===== config.mk =====
export PLATFORM = sky130hd
export DESIGN_NAME = crc_ctx_engine
export DESIGN_NICKNAME = d
export VERILOG_FILES = /design/src/rtl/crc_ctx_pkg.sv /design/src/rtl/crc_byte_step.sv /design/src/rtl/ctx_store.sv /design/src/rtl/crc_ctx_engine.sv
export SDC_FILE = /design/constraint.sdc
export NUM_CORES = 2
export LEC_CHECK = 0
export BUFFER_PORTS_ARGS = -buffer_cell sky130_fd_sc_hd__buf_2
export CORE_MARGIN = 10
export CORE_UTILIZATION = 42
export CTS_CLUSTER_DIAMETER = 80
export CTS_CLUSTER_SIZE = 25
export DETAILED_ROUTE_END_ITERATION = 6
export PLACE_DENSITY_LB_ADDON = 0.05
export SLEW_MARGIN = 15
export SYNTH_ARGS = -nofsm -noshare
export SYNTH_HDL_FRONTEND = slang
export SYNTH_SLANG_ARGS = --single-unit

===== constraint.sdc =====
create_clock -name clk_i -period 10 [get_ports clk_i]
set_clock_uncertainty 0.05 [all_clocks]
set_input_delay 2 -clock clk_i [delete_from_list [all_inputs] [get_ports clk_i]]
set_output_delay 2 -clock clk_i [all_outputs]
set_load 0.02 [all_outputs]

===== src/rtl/crc_ctx_pkg.sv =====
package crc_ctx_pkg;
  localparam int unsigned CRC_W = 32;
  localparam logic [31:0] CRC_POLY    = 32'hEDB88320;
  localparam logic [31:0] CRC_PRESET  = 32'hFFFFFFFF;
  localparam logic [31:0] CRC_RESIDUE = 32'hDEBB20E3;

  typedef enum logic [1:0] {
    ST_IDLE = 2'd0,
    ST_RUN  = 2'd1,
    ST_WB   = 2'd2
  } eng_state_e;

  // table word for one index, computed rather than stored
  function automatic logic [31:0] crc_tab_word(input logic [7:0] idx);
    logic [31:0] r;
    r = {24'h0, idx};
    for (int b = 0; b < 8; b++) begin
      r = r[0] ? ((r >> 1) ^ CRC_POLY) : (r >> 1);
    end
    return r;
  endfunction
endpackage


===== src/rtl/crc_byte_step.sv =====
module crc_byte_step
  import crc_ctx_pkg::*;
(
  input  logic [CRC_W-1:0] crc_i,
  input  logic [7:0]       data_i,
  output logic [CRC_W-1:0] crc_o
);
  logic [7:0] tab_idx;

  assign tab_idx = crc_i[7:0] ^ data_i;
  assign crc_o   = (crc_i >> 8) ^ crc_tab_word(tab_idx);
endmodule


===== src/rtl/ctx_store.sv =====
module ctx_store
  import crc_ctx_pkg::*;
#(
  parameter int unsigned CHAN_W = 7,
  parameter int unsigned WORD_W = 32,
  parameter int unsigned PART_W = 16
) (
  input  logic              clk_i,
  input  logic              rst_ni,
  input  logic [CHAN_W-1:0] rd_addr_i,
  output logic [WORD_W-1:0] rd_word_o,
  input  logic              wr_en_i,
  input  logic [CHAN_W-1:0] wr_addr_i,
  input  logic [WORD_W-1:0] wr_word_i,
  input  logic              wr_close_i
);
  localparam int unsigned DEPTH = 1 << CHAN_W;
  localparam int unsigned PARTS = WORD_W / PART_W;

  // open bit marks a packet in progress; closed entries read as preset
  logic [DEPTH-1:0]  open_q;
  logic [WORD_W-1:0] raw_word;

  always_ff @(posedge clk_i or negedge rst_ni) begin
    if (!rst_ni) begin
      open_q <= '0;
    end else if (wr_en_i) begin
      open_q[wr_addr_i] <= !wr_close_i;
    end
  end

  for (genvar g = 0; g < PARTS; g++) begin : g_part
    logic [PART_W-1:0] bank [DEPTH];

    always_ff @(posedge clk_i) begin
      if (wr_en_i) bank[wr_addr_i] <= wr_word_i[g*PART_W +: PART_W];
    end

    assign raw_word[g*PART_W +: PART_W] = bank[rd_addr_i];
  end

  assign rd_word_o = open_q[rd_addr_i] ? raw_word : WORD_W'(CRC_PRESET);

  AST_WB_OPENS: assert property (@(posedge clk_i) disable iff (!rst_ni)
    (wr_en_i && !wr_close_i) |=> open_q[$past(wr_addr_i)]) else $error("open");
  AST_EOP_CLOSES: assert property (@(posedge clk_i) disable iff (!rst_ni)
    (wr_en_i && wr_close_i) |=> !open_q[$past(wr_addr_i)]) else $error("close");
endmodule


===== src/rtl/crc_ctx_engine.sv =====
module crc_ctx_engine
  import crc_ctx_pkg::*;
#(
  parameter int unsigned CHAN_W = 7
) (
  input  logic              clk_i,
  input  logic              rst_ni,
  input  logic              in_valid_i,
  output logic              in_ready_o,
  input  logic [7:0]        in_data_i,
  input  logic [CHAN_W-1:0] in_chan_i,
  input  logic              in_soc_i,
  input  logic              in_eoc_i,
  input  logic              in_eop_i,
  output logic              stat_valid_o,
  output logic              stat_good_o,
  output logic [CHAN_W-1:0] stat_chan_o
);
  eng_state_e        state_q;
  logic [CHAN_W-1:0] chan_q;
  logic [CRC_W-1:0]  crc_q, crc_nxt, rd_word, load_word;
  logic              eop_q;
  logic              stat_valid_q, stat_good_q;
  logic [CHAN_W-1:0] stat_chan_q;
  logic              load_req, fwd_hit, acc, wr_en;

  assign in_ready_o = (state_q == ST_RUN);
  assign acc        = in_valid_i && in_ready_o;
  assign load_req   = in_valid_i && in_soc_i && (state_q != ST_RUN);
  assign wr_en      = (state_q == ST_WB);

  // same channel directly after write-back: bypass the store
  assign fwd_hit   = (state_q == ST_WB) && (in_chan_i == chan_q);
  assign load_word = fwd_hit ? (eop_q ? CRC_PRESET : crc_q) : rd_word;

  crc_byte_step u_step (
    .crc_i  (crc_q),
    .data_i (in_data_i),
    .crc_o  (crc_nxt)
  );

  ctx_store #(
    .CHAN_W (CHAN_W),
    .WORD_W (CRC_W),
    .PART_W (CRC_W / 2)
  ) u_store (
    .clk_i      (clk_i),
    .rst_ni     (rst_ni),
    .rd_addr_i  (in_chan_i),
    .rd_word_o  (rd_word),
    .wr_en_i    (wr_en),
    .wr_addr_i  (chan_q),
    .wr_word_i  (crc_q),
    .wr_close_i (eop_q)
  );

  always_ff @(posedge clk_i or negedge rst_ni) begin
    if (!rst_ni) begin
      state_q      <= ST_IDLE;
      chan_q       <= '0;
      crc_q        <= CRC_PRESET;
      eop_q        <= 1'b0;
      stat_valid_q <= 1'b0;
      stat_good_q  <= 1'b0;
      stat_chan_q  <= '0;
    end else begin
      stat_valid_q <= 1'b0;
      case (state_q)
        ST_RUN: begin
          if (acc) begin
            crc_q <= crc_nxt;
            if (in_eoc_i) begin
              state_q      <= ST_WB;
              eop_q        <= in_eop_i;
              stat_valid_q <= in_eop_i;
              stat_good_q  <= (crc_nxt == CRC_RESIDUE);
              stat_chan_q  <= chan_q;
            end
          end
        end
        default: begin
          if (load_req) begin
            chan_q  <= in_chan_i;
            crc_q   <= load_word;
            state_q <= ST_RUN;
          end else begin
            state_q <= ST_IDLE;
          end
        end
      endcase
    end
  end

  assign stat_valid_o = stat_valid_q;
  assign stat_good_o  = stat_good_q;
  assign stat_chan_o  = stat_chan_q;

  AST_LOAD_THEN_READY: assert property (@(posedge clk_i) disable iff (!rst_ni)
    load_req |=> in_ready_o) else $error("load");
  AST_STAT_AFTER_EOP: assert property (@(posedge clk_i) disable iff (!rst_ni)
    stat_valid_o |-> $past(acc && in_eoc_i && in_eop_i)) else $error("stat");
  AST_WB_AFTER_EOC: assert property (@(posedge clk_i) disable iff (!rst_ni)
    (acc && in_eoc_i) |=> (wr_en && !in_ready_o)) else $error("wb");
  AST_STAT_ONE_CYCLE: assert property (@(posedge clk_i) disable iff (!rst_ni)
    stat_valid_o |=> !stat_valid_o) else $error("pulse");
endmodule


==> qor.yml <==
outcome:
  status: "finished, violations left"
  violations: "max-capacitance violations"
finish:
  layout.nets: 7454
  fin_cells: 12841
  areaGrowthSynthToFinish_pct: 9.05
  drive_above_1_share: 0.269
  nFillCells: 32518
  final_util: 0.459
pwr:
  p_per_area_mw_per_mm2: 211
  ir_worst_vdd_mv: 0.174
  p_leak_nw: 54.3
  power_mw: 38.0
run:
  cap_violations: 1
critical_path:
  cpMaxStageDelayCell: "a211oi_1"
  r2r_setup_slack_ns: 5.84
  required_ns: 10.85
  path_class: "primary input to register"
  cp_cell_sequence: "clkbuf_8, or3_4, buf_4, o22ai_1, a211oi_1, a22oi_1, and4_1, a221oi_1"
  critPathArrivalTime_ns: 6.66
  crit_path_end_kind: "register"
  max_stage_delay_ns: 1.03
  cp_max_fo: 38
  start_kind: "primary input"
logic_synthesis:
  ys.flop_type: "edfxtp_1"
  synthesis.area_mm2: 0.165
  avgSynthCellArea_um2: 22.7
  synth_top_cell_area_share: 0.745
  netlist_top_cells_count: "edfxtp_1, mux4_2, nor2_1, a21oi_1, mux2i_1"
  synthSimpleGateAreaFrac: 0.0163
  yosysTopAreaCell: "edfxtp_1"
  synth_xor_area_frac: 0.00505
  synth_cell_types: 68
  synthTopCellsByArea: "edfxtp_1, mux4_2, dfrtp_1, mux2i_1, nor2_1"
  seq_area_frac_synth: 0.772
  synthMuxAreaShare: 0.169
  synth-edff-count: 4096
  async_flop_share: 0.0419
  syn_inst: 7271
  synth_compound_area_frac: 0.0219
  synth_most_common_cell: "edfxtp_1"
  ys_warn_count: 0
  synth_seq_cells: 4275
  synth_top_family_by_area: "multiplexers"
  synthAdderAreaFrac: 0.0000758
  synth_fp_nets: 7293
routing:
  via_per_inst: 6.22
  postRouteAntennaNets: 0
  drt_pre_antenna_iters: 5
  vias: 79915
  wirelength_um: 532000
  drtIter0Drc: 10685
  drc: 0
  wl_per_cell_um: 41.4
die:
  die_height_um: 647
  row_count: 230
  die_area_mm2: 0.419
  start_util: 0.421
  fp.dieW_um: 647
  fp.coreArea_mm2: 0.392
  ios: 31
sta:
  fin_tns_setup_ns: 0
  timing.slew.headroom: 0.00232
  drv_slew: 0
  worst_slew_pin_slew_ns: 1.50
  finalSetupViolCount: 0
  fmax_mhz: 172
  hold_viol_final: 0
  min_period_over_period: 0.581
  fin_crit_ns: 5.81
  rsz0062_at_grt: "false"
clock_network:
  clk_pin_slew_ns: 0.10
  cts_sinks: 4275
  cts_buffers: 214
  cts_tree: "done"
  holdBufCountCts: 0
  cts_max_path_buffers: 4
  clk_latency_ns: 1.01
  postCtsSetupRepairBufs: 0
  clock-root-buffer: "clkbuf_16"
  htreeDepth: 4
  cts-resized-gates: 0
global_routing:
  antenna_found_initial: 36
  grt_remaining_overflow: 0
  grt_max_degree: 106
  grt_pass1_vias: 80267
  grt_pass1_wl_um: 717000
  grtUsageTotal: 0.251
place:
  dp_hpwl_um: 294000
  gp_congestion: 0.871
  port_buffers: 30
  dp.cells: 12435
hold_path:
  worstHoldPathType: "register to register"
==> kinds of logic (layout without fill, tap and decap cells) <==
kind of cell               Yosys count  count (layout)
AOI/OAI and AO/OA                  556             556
xor gates and xnor gates            79              79
adders and majority gates            1               1
buffers and inverters              406             720
DFF                               4275            4275
muxes                             1343            1343
other                                0              36
and+or+nand+nor                    611             611
==> layout by cell type, fill, tap and decap left out, types with 34 or more instances in the layout <==
cell type  netlist  routed
nor2_4           0     126
a221oi_1        34      34
diode_2          0      36
xnor2_1         45      45
nand2_1        133     133
dfrtp_1        147     146
mux2i_1        169     169
o21ai_0         49      44
o22ai_1         77      76
clkbuf_1       110      58
buf_4           83     287
mux4_2        1158    1158
a211oi_1        60      52
clkbuf_16        0     216
a21oi_1        178     178
nor2_1         326     198
a22oi_1         84      84
edfxtp_1      4096    4096
==> sequential cells by signal, indices dropped and copies added (netlist names) <==
| register | count |
|---|---|
| u_store.g_part.bank | 4096 |
| u_store.open_q | 128 |
| crc_q | 32 |
| chan_q | 7 |
| stat_chan_o | 7 |
| state_q | 2 |
| eop_q | 1 |
| stat_good_o | 1 |
| stat_valid_o | 1 |
==> where the power goes <==
group | total, mW | switching (mW) | internal (mW) | leakage [nW]
Sequential | 23.2 | 1.33 | 21.9 | 38.6
Clock | 10.4 | 5.94 | 4.41 | 3.25
Combinational | 4.44 | 3.27 | 1.17 | 12.5
==> worst max-delay path: cells and delay by family <==
family / cells / cell delay, ns
compound gates: 4 / 2.21
simple gates: 2 / 1.21
buf+inv: 2 / 0.98
==> layer usage <==
metal  part of all wire  vias to the layer above  track usage
met4              0.042                        4       0.0850
met5           0.000051                        -            0
met3              0.068                      636       0.0421
met2               0.47                     2949        0.398
met1               0.42                    45334        0.354
li1                   -                    30992            -
==> metrics by stage <==
stage	hold WS (ns)	area, um^2	worst slack, ns
2_1_floorplan	0.440	165000	5.16
3_3_place_gp	0.415	173000	2.28
3_5_place_dp	0.415	173000	3.15
4_1_cts	0.437	180000	4.21
5_1_grt	0.476	180000	3.93
6_report	0.432	180000	4.19
==> cell type report <==
| cell class | count | area, um^2 | area share |
|---|---|---|---|
| sequential | 4275 | 128000 | 0.709 |
| antenna | 36 | 90.1 | 0.000500 |
| clock buffer | 283 | 5750 | 0.0319 |
| inverter | 8 | 37.5 | 0.000208 |
| tap | 5220 | 6530 | 0.0363 |
| clock inverter | 86 | 1000 | 0.00556 |
| timing repair buffer | 343 | 2870 | 0.0159 |
| multi-input combinational | 2590 | 36200 | 0.201 |
==> path summary, 6_finish.rpt <==
path,startpoint,endpoint,depth (start not counted)
max reg2reg,chan_q[1]$_DFFE_PN0P_,u_store.g_part[0].bank[66][14]$_DFFE_PP_,5
max in group asynchronous,rst_ni,u_store.open_q[40]$_DFFE_PN0P_,2
min in group asynchronous,rst_ni,stat_valid_o$_DFF_PN0_,1
min,stat_chan_o[4]$_DFFE_PN0P_,stat_chan_o[4]$_DFFE_PN0P_,2
max,in_chan_i[3],crc_q[14]$_DFFE_PN1P_,8
min reg2reg,stat_chan_o[4]$_DFFE_PN0P_,stat_chan_o[4]$_DFFE_PN0P_,2
No activity file was read; power rests on OpenSTA's default activity.
